<file path="src/rtl/fan_tach_pkg.sv">
package fan_tach_pkg;
  localparam int CNT_W = 8;
  localparam int SRC_W = 8;
  localparam logic [SRC_W-1:0] IRQ_SRC_CODE = 8'h38;
  localparam int DIV_SEL_W = 2;
endpackage

</file>
<file path="src/rtl/tach_conditioner.sv">
// Synchronizes the raw tach pin, rejects short level changes and emits
// a single-cycle pulse on each accepted rising edge.
module tach_conditioner #(
  parameter int SYNC_STAGES = 2,
  parameter int FILT_LEN    = 4
) (
  input  logic clk,
  input  logic rst,
  input  logic tach_raw,
  output logic rise
);
  localparam int FW = (FILT_LEN > 1) ? $clog2(FILT_LEN) : 1;
  localparam logic [FW-1:0] RUN_LAST = FW'(FILT_LEN - 1);

  logic [SYNC_STAGES-1:0] sync_q;
  logic                   sync_out;
  logic                   filt_q;
  logic [FW-1:0]          run_q;

  always_ff @(posedge clk) begin
    if (rst) sync_q <= '0;
    else     sync_q <= {sync_q[SYNC_STAGES-2:0], tach_raw};
  end

  assign sync_out = sync_q[SYNC_STAGES-1];

  always_ff @(posedge clk) begin
    if (rst) begin
      filt_q <= 1'b0;
      run_q  <= '0;
      rise   <= 1'b0;
    end else begin
      rise <= 1'b0;
      if (sync_out == filt_q) begin
        run_q <= '0;
      end else if (run_q == RUN_LAST) begin
        filt_q <= sync_out;
        run_q  <= '0;
        rise   <= sync_out;
      end else begin
        run_q <= run_q + 1'b1;
      end
    end
  end

  // the filtered level only moves after the synchronized input disagreed with it
  a_r2_filter_change: assert property (@(posedge clk) disable iff (rst)
    (filt_q != $past(filt_q)) |-> ($past(sync_out) != $past(filt_q)));

  // an accepted edge is a single-cycle pulse
  a_r2_rise_single: assert property (@(posedge clk) disable iff (rst)
    rise |=> !rise);
endmodule

</file>
<file path="src/rtl/tach_prescaler.sv">
// Passes one out of every 2**div_sel reference ticks; phase restarts with
// each revolution so the window holds an exact number of passes.
module tach_prescaler #(
  parameter int DIV_SEL_W = 2
) (
  input  logic                 clk,
  input  logic                 rst,
  input  logic                 en,
  input  logic                 restart,
  input  logic                 tick,
  input  logic [DIV_SEL_W-1:0] div_sel,
  output logic                 pass
);
  localparam int MAX_SHIFT = (1 << DIV_SEL_W) - 1;
  localparam int PW        = (MAX_SHIFT > 0) ? MAX_SHIFT : 1;

  logic [PW-1:0] acc_q;
  logic [PW-1:0] base;
  logic [PW-1:0] limit;

  always_comb begin
    limit = {PW{1'b1}} >> (MAX_SHIFT - int'(div_sel));
    base  = restart ? '0 : acc_q;
    pass  = en && tick && (base == limit);
  end

  always_ff @(posedge clk) begin
    if (rst || !en)  acc_q <= '0;
    else if (tick)   acc_q <= (base == limit) ? '0 : base + 1'b1;
    else             acc_q <= base;
  end

  // a counted tick always comes from a reference strobe
  a_r3_pass_on_tick: assert property (@(posedge clk) disable iff (rst)
    pass |-> (tick && en));

  // prescaler phase is zero right after a restart without a tick
  a_r3_phase_reset: assert property (@(posedge clk) disable iff (rst)
    (en && restart && !tick) |=> (acc_q == '0));
endmodule

</file>
<file path="src/rtl/tach_period_counter.sv">
// Counts prescaled ticks over one revolution (two tach pulses), captures
// the count, and publishes saturation at once for a stalled fan.
module tach_period_counter #(
  parameter int CNT_W = 8
) (
  input  logic             clk,
  input  logic             rst,
  input  logic             en,
  input  logic             rise,
  input  logic             pass,
  output logic             restart,
  output logic [CNT_W-1:0] result,
  output logic             eval
);
  localparam logic [CNT_W-1:0] CNT_MAX  = '1;
  localparam logic [CNT_W-1:0] CNT_NEAR = CNT_MAX - 1'b1;

  logic             started_q;
  logic             half_q;
  logic [CNT_W-1:0] cnt_q;
  logic [CNT_W-1:0] base_cnt;
  logic             capture;
  logic             stall;

  always_comb begin
    restart  = en && rise && (!started_q || half_q);
    capture  = en && rise && started_q && half_q;
    base_cnt = restart ? '0 : cnt_q;
    stall    = en && pass && (base_cnt == CNT_NEAR);
  end

  always_ff @(posedge clk) begin
    if (rst) begin
      started_q <= 1'b0;
      half_q    <= 1'b0;
      cnt_q     <= '0;
      result    <= '0;
      eval      <= 1'b0;
    end else if (!en) begin
      started_q <= 1'b0;
      half_q    <= 1'b0;
      cnt_q     <= '0;
      eval      <= 1'b0;
    end else begin
      eval <= 1'b0;
      if (rise) begin
        if (!started_q) begin
          started_q <= 1'b1;
          half_q    <= 1'b0;
        end else begin
          half_q <= ~half_q;
        end
      end
      if (pass && (base_cnt != CNT_MAX)) cnt_q <= base_cnt + 1'b1;
      else                               cnt_q <= base_cnt;
      if (capture) begin
        result <= cnt_q;
        eval   <= 1'b1;
      end else if (stall) begin
        result <= CNT_MAX;
        eval   <= 1'b1;
      end
    end
  end

  // a saturated count stays saturated until the next restart
  a_r5_sat_hold: assert property (@(posedge clk) disable iff (rst)
    (en && !restart && (cnt_q == CNT_MAX)) |=> (cnt_q == CNT_MAX));

  // a disabled monitor clears its running state and makes no capture
  a_r9_idle: assert property (@(posedge clk) disable iff (rst)
    !en |=> ((cnt_q == '0) && !eval));

  // the published count only moves on an evaluation
  a_r9_result_hold: assert property (@(posedge clk) disable iff (rst)
    !eval |-> $stable(result));
endmodule

</file>
<file path="src/rtl/tach_alarm.sv">
// Threshold comparison, write-1 clear and registered interrupt outputs.
module tach_alarm #(
  parameter int                CNT_W    = 8,
  parameter int                SRC_W    = 8,
  parameter logic [SRC_W-1:0]  SRC_CODE = 8'h38
) (
  input  logic             clk,
  input  logic             rst,
  input  logic             mon_en,
  input  logic             irq_en,
  input  logic             eval,
  input  logic [CNT_W-1:0] result,
  input  logic [CNT_W-1:0] thresh,
  input  logic             irq_clr,
  output logic             irq_n,
  output logic [SRC_W-1:0] irq_src
);
  logic flag_q;
  logic flag_d;

  always_comb begin
    if (!mon_en || !irq_en) flag_d = 1'b0;
    else if (eval)          flag_d = (result >= thresh);
    else if (irq_clr)       flag_d = 1'b0;
    else                    flag_d = flag_q;
  end

  always_ff @(posedge clk) begin
    if (rst) begin
      flag_q  <= 1'b0;
      irq_n   <= 1'b1;
      irq_src <= '0;
    end else begin
      flag_q  <= flag_d;
      irq_n   <= ~flag_d;
      irq_src <= flag_d ? SRC_CODE : '0;
    end
  end

  // source code reported while pending
  a_r6_src_pending: assert property (@(posedge clk) disable iff (rst)
    !irq_n |-> (irq_src == SRC_CODE));

  // source code idle while not pending
  a_r6_src_idle: assert property (@(posedge clk) disable iff (rst)
    irq_n |-> (irq_src == '0));

  // clear strobe without a capture drops the interrupt
  a_r7_clear: assert property (@(posedge clk) disable iff (rst)
    (irq_clr && !eval) |=> irq_n);

  // monitor off keeps the interrupt inactive
  a_r9_off_quiet: assert property (@(posedge clk) disable iff (rst)
    !mon_en |=> irq_n);

  // interrupt enable off keeps the interrupt inactive
  a_r10_masked: assert property (@(posedge clk) disable iff (rst)
    !irq_en |=> irq_n);
endmodule

</file>
<file path="src/rtl/fan_tach_monitor.sv">
module fan_tach_monitor
  import fan_tach_pkg::*;
#(
  parameter int SYNC_STAGES = 2,
  parameter int FILT_LEN    = 4
) (
  input  logic                 clk,
  input  logic                 rst,
  input  logic                 tick_20k,
  input  logic                 tach_in,
  input  logic                 mon_en,
  input  logic                 irq_en,
  input  logic [DIV_SEL_W-1:0] div_sel,
  input  logic [CNT_W-1:0]     thresh,
  input  logic                 irq_clr,
  output logic [CNT_W-1:0]     count_out,
  output logic                 irq_n,
  output logic [SRC_W-1:0]     irq_src
);
  logic rise;
  logic pass;
  logic restart;
  logic eval;

  tach_conditioner #(
    .SYNC_STAGES(SYNC_STAGES),
    .FILT_LEN   (FILT_LEN)
  ) u_cond (
    .clk     (clk),
    .rst     (rst),
    .tach_raw(tach_in),
    .rise    (rise)
  );

  tach_prescaler #(
    .DIV_SEL_W(DIV_SEL_W)
  ) u_presc (
    .clk    (clk),
    .rst    (rst),
    .en     (mon_en),
    .restart(restart),
    .tick   (tick_20k),
    .div_sel(div_sel),
    .pass   (pass)
  );

  tach_period_counter #(
    .CNT_W(CNT_W)
  ) u_count (
    .clk    (clk),
    .rst    (rst),
    .en     (mon_en),
    .rise   (rise),
    .pass   (pass),
    .restart(restart),
    .result (count_out),
    .eval   (eval)
  );

  tach_alarm #(
    .CNT_W   (CNT_W),
    .SRC_W   (SRC_W),
    .SRC_CODE(IRQ_SRC_CODE)
  ) u_alarm (
    .clk    (clk),
    .rst    (rst),
    .mon_en (mon_en),
    .irq_en (irq_en),
    .eval   (eval),
    .result (count_out),
    .thresh (thresh),
    .irq_clr(irq_clr),
    .irq_n  (irq_n),
    .irq_src(irq_src)
  );

  // a capture only happens while the monitor is enabled
  a_r4_eval_enabled: assert property (@(posedge clk) disable iff (rst)
    eval |-> $past(mon_en));
endmodule

</file>
<file path="config.mk">
export PLATFORM = sky130hd
export DESIGN_NAME = fan_tach_monitor
export DESIGN_NICKNAME = d
export VERILOG_FILES = /design/src/rtl/fan_tach_pkg.sv /design/src/rtl/tach_conditioner.sv /design/src/rtl/tach_prescaler.sv /design/src/rtl/tach_period_counter.sv /design/src/rtl/tach_alarm.sv /design/src/rtl/fan_tach_monitor.sv
export SDC_FILE = /design/constraint.sdc
export NUM_CORES = 1
export LEC_CHECK = 0
export BUFFER_PORTS_ARGS = -buffer_cell sky130_fd_sc_hd__buf_2
export CAP_MARGIN = 10
export CORE_MARGIN = 1
export CORE_UTILIZATION = 40
export CTS_CLUSTER_DIAMETER = 150
export DETAILED_ROUTE_END_ITERATION = 8
export SLEW_MARGIN = 0
export SYNTH_ARGS = -nofsm -noshare
export SYNTH_HDL_FRONTEND = slang
export SYNTH_SLANG_ARGS = --single-unit
</file>
<file path="constraint.sdc">
create_clock -name clk -period 2.9 [get_ports clk]
set_clock_uncertainty 0.15 [all_clocks]
set_input_delay 0.145 -clock clk [delete_from_list [all_inputs] [get_ports clk]]
set_output_delay 0.145 -clock clk [all_outputs]
set_load 0.01 [all_outputs]
</file>
Word level (Yosys, flattened, before mapping)
Cells that the tools add are included.
Widths: inputs -> output; s select.
- register bits: 38
- input port bits: 17
- output and inout bits: 17
- word-level logic and storage cells: 64
- add/subtract/negate cells: 4
- $lt $le $gt $ge: 1
- equal/unequal tests: 5
- shifts and indexed selects: 1
- multiplexer cells: 14
- bitwise gates (word level): 5
- reduce and logical (&&, ||, !) cells: 21
- operators with widths (kind ; number):
    $mux 8 ; 4
    $shr 3x32->3 const A ; 1
    $logic_and 1x1->1 ; 9
    $mux 3 ; 3
    $add 8x1->8 const B ; 1
    $eq 8x8->1 const B ; 1
    $ge 8x8->1 ; 1
    $ne 8x8->1 const B ; 1
    $mux 1 ; 6
    $mux 6 ; 1
    $reduce_or 3->1 ; 2
    $not 1->1 ; 5
    $reduce_and 2->1 ; 2
    $add 3x1->3 const B ; 1
    $eq 3x3->1 ; 1
    $logic_not 1->1 ; 3
    $logic_or 1x1->1 ; 3
    $sub 2x2->3 const A ; 1
    $add 2x1->2 const B ; 1
    $eq 2x2->1 const B ; 1
    $reduce_bool 2->1 ; 1
    $reduce_or 2->1 ; 1
    $eq 1x1->1 ; 1

Logic depth before layout (Yosys ltp)
Gate-level depths: netlist of the first run.
- depth in word-level cells: 10
- gate-level depth with buffers: 10
- gate-level depth less buffers: 10

By module
A second synthesis of the first run with hierarchy kept.
- cell total of the unflattened synthesis: 180
- area, all modules: 1694.1 µm²
- by module, submodules not included (module ; times used ; cells each ; area each (µm²) ; seq. area each (µm²)):
    tach_period_counter ; 1 ; 96 ; 939.7 ; 380.4
    tach_alarm ; 1 ; 44 ; 332.8 ; 40.0
    tach_prescaler ; 1 ; 25 ; 220.2 ; 60.1
    tach_conditioner ; 1 ; 15 ; 201.4 ; 120.1

Least setup slack after synthesis of the first run
Ideal clock, no wire load.
- path type: register -> register
- from: reg u_cond.rise
- to: reg u_count.cnt_q[5]
- library setup time: 0.126 ns
- arrival time: 2.065 ns
- required time: 2.624 ns
- setup slack: 0.559 ns
- cell stages (with the launch flop): 10
- buffers on the path: 1
- period minus slack after synthesis: 2.341 ns
- cells stage by stage: dfxtp_1 -> clkbuf_1 -> nand2_1 -> o21ai_0 -> inv_1 -> ha_1 -> and3_1 -> a2111oi_2 -> xor2_1 -> nor2_1
- longest elaborated chain between the ends: 7
- elaborated cells on any way between the ends: 10
- classes of those cells: add/sub (1); eq/ne (2); mux (3); reduce/logical (4)
- RTL lines (item ; RTL line ; text):
    start, declared ; tach_conditioner.sv:10 ; output logic rise
    start signal, assigned ; tach_conditioner.sv:39 ; rise <= sync_out;
    $logic_and 1x1->1 (*) (2 in a row) ; tach_period_counter.sv:26 ; restart = en && rise && (!started_q || half_q);
    branches (longest 4 deep; another with $add 8x1->8) ; n/a ;
    $mux 8 (*) ; tach_period_counter.sv:54 ; if (pass && (base_cnt != CNT_MAX)) cnt_q <= base_cnt + 1'b1;
    end signal, assigned ; tach_period_counter.sv:54 ;
    end signal, assigned ; tach_period_counter.sv:55 ; else cnt_q <= base_cnt;
    end, declared ; tach_period_counter.sv:20 ; logic [CNT_W-1:0] cnt_q;
Every way passes the cells marked *.
A chain may end at the register's enable or synchronous reset.

Worst setup path after layout of the first run
- from: reg u_count.half_q
- to: reg u_count.cnt_q[7]
- longest elaborated chain between the ends: 7
- elaborated cells on any way between the ends: 10
- classes of those cells: add/sub (1); eq/ne (2); mux (3); reduce/logical (4)
- RTL lines (item ; RTL line ; text):
    start, declared ; tach_period_counter.sv:19 ; logic half_q;
    start signal, assigned ; tach_period_counter.sv:51 ; half_q <= ~half_q;
    $logic_or 1x1->1 (*) ; tach_period_counter.sv:26 ;
    $logic_and 1x1->1 (*) ; tach_period_counter.sv:26 ;
    branches (longest 4 deep; another with $add 8x1->8) ; n/a ;
    $mux 8 (*) ; tach_period_counter.sv:54 ;
Marks and branches as above.

==> reports/qor.yml, run 1 <==
synthMuxAreaShare: 0.0124
die_area_um2: 4550
fillers: 412
end_kind: "register"
finalHoldViolations: 0
htreeDepth: 2
dieHeight_um: 67.5
wl_per_cell_um: 12.0
critical_path_arrival_ns: 2.54
wirelength_um: 3320
routabilityCongestion: 0.803
die_w_um: 67.5
synth_top_area_share: 0.350
grt-ovfl-total: 0
drt-initial-drc-count: 92
tightest_slew_ns: 0.709
post-cts-setup-buffers: 0
drv_slew: 0
layout-drive-gt1-share: 0.211
multi_input_area_um2: 992
synthAdderAreaFrac: 0.0876
syn_inst: 198
ys.warnings.count: 0
reg2reg_from: "u_count.half_q"
tns_ns: 0
ys_ff_latch: 30
cp_max_fo: 5
fp-row-count: 23
first_pass_iters: 4
via_per_inst: 5.30
cts_root_buf: "clkbuf_8"
clock_path_buffers: 2
drc: 0
synthTopCellsByCount: "dfxtp_1, nor2_1, inv_1, nand2_1, nor3_1"
syn_area_per_cell_um2: 8.66
clkTransAtPathRegs_ns: 0.07
grt_max_degree: 17
setup_viol: 0
synth-seq-area-share: 0.350
vias: 1468
min_period_ns: 2.52
regArea_um2: 601
initial_core_util: 0.422
yosys.cell_types.count: 51
synth.most_common_cell: "dfxtp_1"
ios: 34
cp.depth: 8
ys_async_sr_fraction: 0
max-vdd-ir-drop_mv: 0.197
p_leak_nw: 0.880
outcome: "finished clean"
synth_area_um2: 1710
nets: 255
r2r_setup_slack_ns: 0.38
worstSetupStartpoint: "u_count.half_q"
rsz0062_at_grt: "no"
antenna_found_initial: 0
fin_crit_sh: 0.870
grt_pass1_wl_um: 5380
hold_path_class: "in2reg"
area_delta_synth_final_pct: 17.4
synth_compound_area_frac: 0.182
cp.required_ns: 2.92
cts.sinks: 30
synth_edf_count: 0
final_util: 0.496
critPathMaxStageDelay_ns: 0.43
worst_r2r_path_depth: 8
endpoint: "u_count.cnt_q[7]"
portBuffers: 28
dp_hpwl_um: 2530
final_antenna_net_count: 0
fmax_mhz: 396
cellPowerDensity_nw_per_um2: 500
cpMaxStageDelayCell: "a2111oi_2"
synth_top_family_by_area: "simple AND/OR/NAND/NOR gates"
synth_area_leaders: "dfxtp_1, ha_1, nor2_1, nor3_1, buf_4"
yosysTopAreaCell: "dfxtp_1"
slew_headroom: 0.526
grt_pass1_vias: 1249
synth_flop_cell: "dfxtp_1"
critPathTopFamily: "compound AO/OA/AOI/OAI gates"
cts_buffers: 5
synth_xor_area_frac: 0.0255
path_class: "reg2reg"
r2r_end: "u_count.cnt_q[7]"
antennaDiodeCount: 0
grt_use_total: 0.162
path_cells: "and2b_1 > o21ai_0 > inv_1 > ha_1 > and3_1 > a2111oi_2 > a21o_1 > a21oi_1"
fp.coreArea_um2: 4060
max-cap-violations: 0
clk_latency_ns: 0.28
yosys.area_share.simple: 0.261
path_buf_inv: 1
worstSetupStartpointType: "register"
cts_tree: "built"
## repair_timing
| action | CTS | global route |
|---|---|---|
| hold buffers | 1 | 0 |
| setup endpoints to repair | 0 | 0 |
| hold endpoints to repair | 1 | 0 |
| gates resized for setup | 0 | 0 |
## placed cells by master, fill, tap and decap left out, types with 2 or more instances in the layout
master / netlist / final
dfxtp_1: 30 / 30
buf_2: 1 / 28
nor2_1: 20 / 20
nand2_1: 15 / 15
inv_1: 15 / 15
nor3_1: 14 / 14
ha_1: 12 / 12
a21oi_1: 8 / 8
nor2b_1: 7 / 7
clkbuf_8: 0 / 6
nand3_1: 5 / 5
conb_1: 1 / 5
o21ai_0: 4 / 4
and3_1: 4 / 4
nand2b_1: 3 / 3
and2_1: 3 / 3
nand4_1: 3 / 3
xnor2_1: 3 / 3
a211oi_1: 3 / 3
a31oi_1: 2 / 2
xor2_1: 2 / 2
a31o_1: 2 / 2
a21o_1: 2 / 2
bufinv_16: 0 / 2
## stage by stage
| step | instances | cell area [µm²] | hold slack (ns) | power [W] | worst slack (ns) |
|---|---|---|---|---|---|
| floorplan | 202 | 1730 | 0.0666 | 0.000468 | 0.559 |
| global placement | 268 | 1860 | 0.205 | 0.000483 | 0.470 |
| detailed placement | 268 | 1860 | 0.222 | 0.000483 | 0.402 |
| CTS | 277 | 2010 | 0.0191 | 0.00102 | 0.381 |
| global route | 277 | 2010 | 0.0338 | 0.00105 | 0.129 |
| finish | 277 | 2010 | 0.0202 | 0.00101 | 0.378 |
## tightest hold or removal path, stage by stage
cell     delay, ns
buf_2         0.14
nand2_1       0.07
a21oi_1       0.05
## sequential cells by signal, indices dropped and copies added (netlist names)
name	count
u_count.cnt_q	8
u_count.result	8
u_cond.rise	1
u_cond.filt_q	1
u_cond.run_q	2
u_alarm.irq_n	1
u_count.half_q	1
u_alarm.irq_src	1
u_count.eval	1
u_cond.sync_q	2
u_presc.acc_q	3
u_count.started_q	1
## final cells by class
cell class,count,area share
multi-input combinational,144,0.493
sequential,30,0.299
tap,50,0.0311
clock inverter,2,0.0299
clock buffer,6,0.0410
timing repair buffer,30,0.0784
inverter,15,0.0280
## worst min-delay path by stage
stage / start / endpoint / slack [ns] / cells past startpoint
after global placement: tach_in / u_cond.sync_q[0] / 0.21 / 2
after CTS: tick_20k / u_presc.acc_q[1] / 0.02 / 3
after floorplan: rst / u_cond.sync_q[0] / 0.07 / 1
after global routing: tick_20k / u_presc.acc_q[1] / 0.03 / 3
after detailed placement: tach_in / u_cond.sync_q[0] / 0.22 / 2
final: tick_20k / u_presc.acc_q[1] / 0.02 / 3
## where the power goes
group	total [W]	leakage, nW	switching [W]	internal (W)
clock	0.000531	0.0714	0.000164	0.000366
sequential	0.000417	0.242	0.00000221	0.000415
combinational	0.0000571	0.567	0.0000336	0.0000236
## routing by layer
metal,global-route usage,part of all wire,up-vias
met3,0.0676,0.049,9
li1,-,-,748
met2,0.249,0.45,39
met4,0.0798,0.030,0
met1,0.194,0.47,672
met5,0,0,-
## kinds of logic (layout without fill, tap and decap cells)
| family | after synthesis | after routing |
|---|---|---|
| simple gates | 84 | 84 |
| compound gates | 36 | 36 |
| flops | 30 | 30 |
| buf+inv | 28 | 53 |
| fa+ha+maj | 12 | 12 |
| xor+xnor | 5 | 5 |
| mux | 2 | 2 |
| other cells | 1 | 5 |
No activity file was read; power rests on OpenSTA's default activity.
==> inputs of run 2 (changes only) <==
==> constraint.sdc (replaced) <==
create_clock -name clk -period 2.7 [get_ports clk]
set_clock_uncertainty 0.15 [all_clocks]
set_input_delay 0.135 -clock clk [delete_from_list [all_inputs] [get_ports clk]]
set_output_delay 0.135 -clock clk [all_outputs]
set_load 0.01 [all_outputs]
==> reports/qor.yml, run 2 (synthesized netlist as in run 1, its figures left out) <==
fp-row-count: 23  # unchanged
fillers: 429  # +4.1%
postPlaceCellArea_um2: 1870  # +0.40%
setup_viol: 0  # unchanged
routabilityCongestion: 0.801  # -0.34%
tightest_slew_ns: 0.679  # -0.0298 ns
rsz0062_at_grt: "no"
reg2reg_from: "u_count.half_q"
end_kind: "register"
slew_headroom: 0.546  # +0.0200
critical_path_arrival_ns: 2.50  # -0.04 ns
worst_r2r_path_depth: 7  # -1
post-cts-setup-buffers: 0  # unchanged
drv_slew: 0  # unchanged
grt-ovfl-total: 0  # unchanged
antennaDiodeCount: 0  # unchanged
tns_ns: 0  # unchanged
layout-drive-gt1-share: 0.211  # -0.000927
fp.coreArea_um2: 4060  # unchanged
path_buf_inv: 0  # -1
cpMaxStageDelayCell: "a2111oi_4"
initial_core_util: 0.422  # unchanged
vias: 1443  # -1.7%
htreeDepth: 2  # unchanged
cts_root_buf: "clkbuf_8"
nets: 256  # +0.39%
hold_path_class: "in2reg"
clkTransAtPathRegs_ns: 0.06  # about the same
cellPowerDensity_nw_per_um2: 450  # -9.9%
final_util: 0.485  # -0.0108
worstSetupStartpointType: "register"
grt_use_total: 0.175  # +0.0130
wirelength_um: 3370  # +1.4%
cts_buffers: 5  # unchanged
path_class: "reg2reg"
via_per_inst: 5.19  # -2.1%
final_common_cell: "dfxtp_1"
grt_pass1_wl_um: 5710  # +6.0%
wl_per_cell_um: 12.1  # +1.1%
top_regs: "u_count.cnt_q x8, u_count.result x8, u_presc.acc_q x3"
dp_hpwl_um: 2570  # +1.9%
critPathMaxStageDelay_ns: 0.56  # +0.13 ns
portBuffers: 28  # unchanged
clock_path_buffers: 2  # unchanged
path_cells: "and2b_1 > o21ai_0 > ha_1 > nand4_1 > a2111oi_4 > nor3_1 > a211oi_2"
cts.sinks: 30  # unchanged
holdPathStages: 3  # unchanged
r2r_end: "u_count.result[7]"
die_area_um2: 4550  # unchanged
final_antenna_net_count: 0  # unchanged
hold_start: "irq_en"
first_pass_iters: 4  # unchanged
critPathTopFamily: "compound AO/OA/AOI/OAI gates"
cts_resized: 0  # unchanged
grt_pass1_vias: 1242  # -0.56%
die_w_um: 67.5  # unchanged
cp.required_ns: 2.76  # -0.16 ns
area_delta_synth_final_pct: 14.8
dieHeight_um: 67.5  # unchanged
ios: 34  # unchanged
cts_tree: "built"
r2r_setup_slack_ns: 0.26  # -0.12 ns
p_leak_nw: 0.862  # -2.2%
finalPower_w: 0.000886  # -12%
drt-initial-drc-count: 79  # -14%
fmax_mhz: 410  # +3.5%
antenna_found_initial: 0  # unchanged
cp_max_fo: 9  # +4
max-cap-violations: 0  # unchanged
drc: 0  # unchanged
min_delay_worst_endpoint: "u_alarm.irq_src[4]"
outcome: "finished clean"
max-vdd-ir-drop_mv: 0.253  # +28%
clk_latency_ns: 0.28  # about the same
final_cell_mix: "dfxtp_1, buf_2, nor2_1"
min_period_ns: 2.44  # -0.0843 ns
grt_max_degree: 17  # unchanged
finalHoldViolations: 0  # unchanged
fin_crit_sh: 0.903  # +0.0332
postLayoutCellArea_um2: 1970  # -2.2%
## run 2: changes by cell type in the layout (fill, tap and decap cells not counted), sizes merged
cell / change
buf: +1
bufinv: -2
clkbuf: +1
clkinv: +1
## run 2: worst min-delay path: cells and delay by family
family                 cells  cell delay (ns)
AOI/OAI and AO/OA          2             0.17
buffers and inverters      1             0.10
## run 2: timing repair
item / CTS / global route
hold buffers: 1 / 0
endpoints found under the hold margin: 1 / 0
setup endpoints to repair: 0 / 0
## run 2: power by group
| group | internal (W) | switching (W) | total, W |
|---|---|---|---|
| clock network | 0.000205 | 0.000169 | 0.000375 |
| registers | 0.000446 | 0.00000240 | 0.000448 |
| logic | 0.0000259 | 0.0000368 | 0.0000626 |
| total | 0.000677 | 0.000209 | 0.000886 |
## run 2: layout make-up
| cell class | instances | area [µm²] | area share |
|---|---|---|---|
| Multi-Input combinational cell | 144 | 992 | 0.504 |
| Timing Repair Buffer | 31 | 165 | 0.0839 |
| Inverter | 15 | 56.3 | 0.0286 |
| Sequential cell | 30 | 601 | 0.305 |
| Clock inverter | 1 | 5.00 | 0.00254 |
| Tap cell | 50 | 62.6 | 0.0318 |
| Clock buffer | 7 | 86.3 | 0.0439 |
## run 2: metal layers
| metal | track usage | vias to the layer above | share of wire |
|---|---|---|---|
| met2 | 0.260 | 38 | 0.43 |
| met3 | 0.0557 | 6 | 0.061 |
| met4 | 0.0878 | 0 | 0.021 |
| met5 | 0 | - | 0 |
| li1 | - | 753 | - |
| met1 | 0.226 | 646 | 0.49 |
## run 2: stage by stage
step                hold WS, ns  setup slack [ns]  cells
floorplan                0.0566             0.359    202
global placement          0.203             0.411    269
detailed placement        0.208             0.353    269
CTS                      0.0148             0.287    278
global route             0.0481            0.0611    278
finish                   0.0159             0.262    278
## run 2: worst max-delay path by stage
| stage | from | to | slack [ns] | cells past startpoint |
|---|---|---|---|---|
| 2_1_floorplan | u_cond.rise | u_count.cnt_q[5] | 0.36 | 9 |
| 3_3_place_gp | u_cond.rise | u_count.cnt_q[5] | 0.41 | 8 |
| 3_5_place_dp | u_cond.rise | u_count.result[7] | 0.35 | 7 |
| 4_1_cts | u_count.half_q | u_count.result[7] | 0.29 | 7 |
| 5_1_grt | u_cond.rise | u_count.result[7] | 0.06 | 7 |
| 6_report | u_count.half_q | u_count.result[7] | 0.26 | 7 |
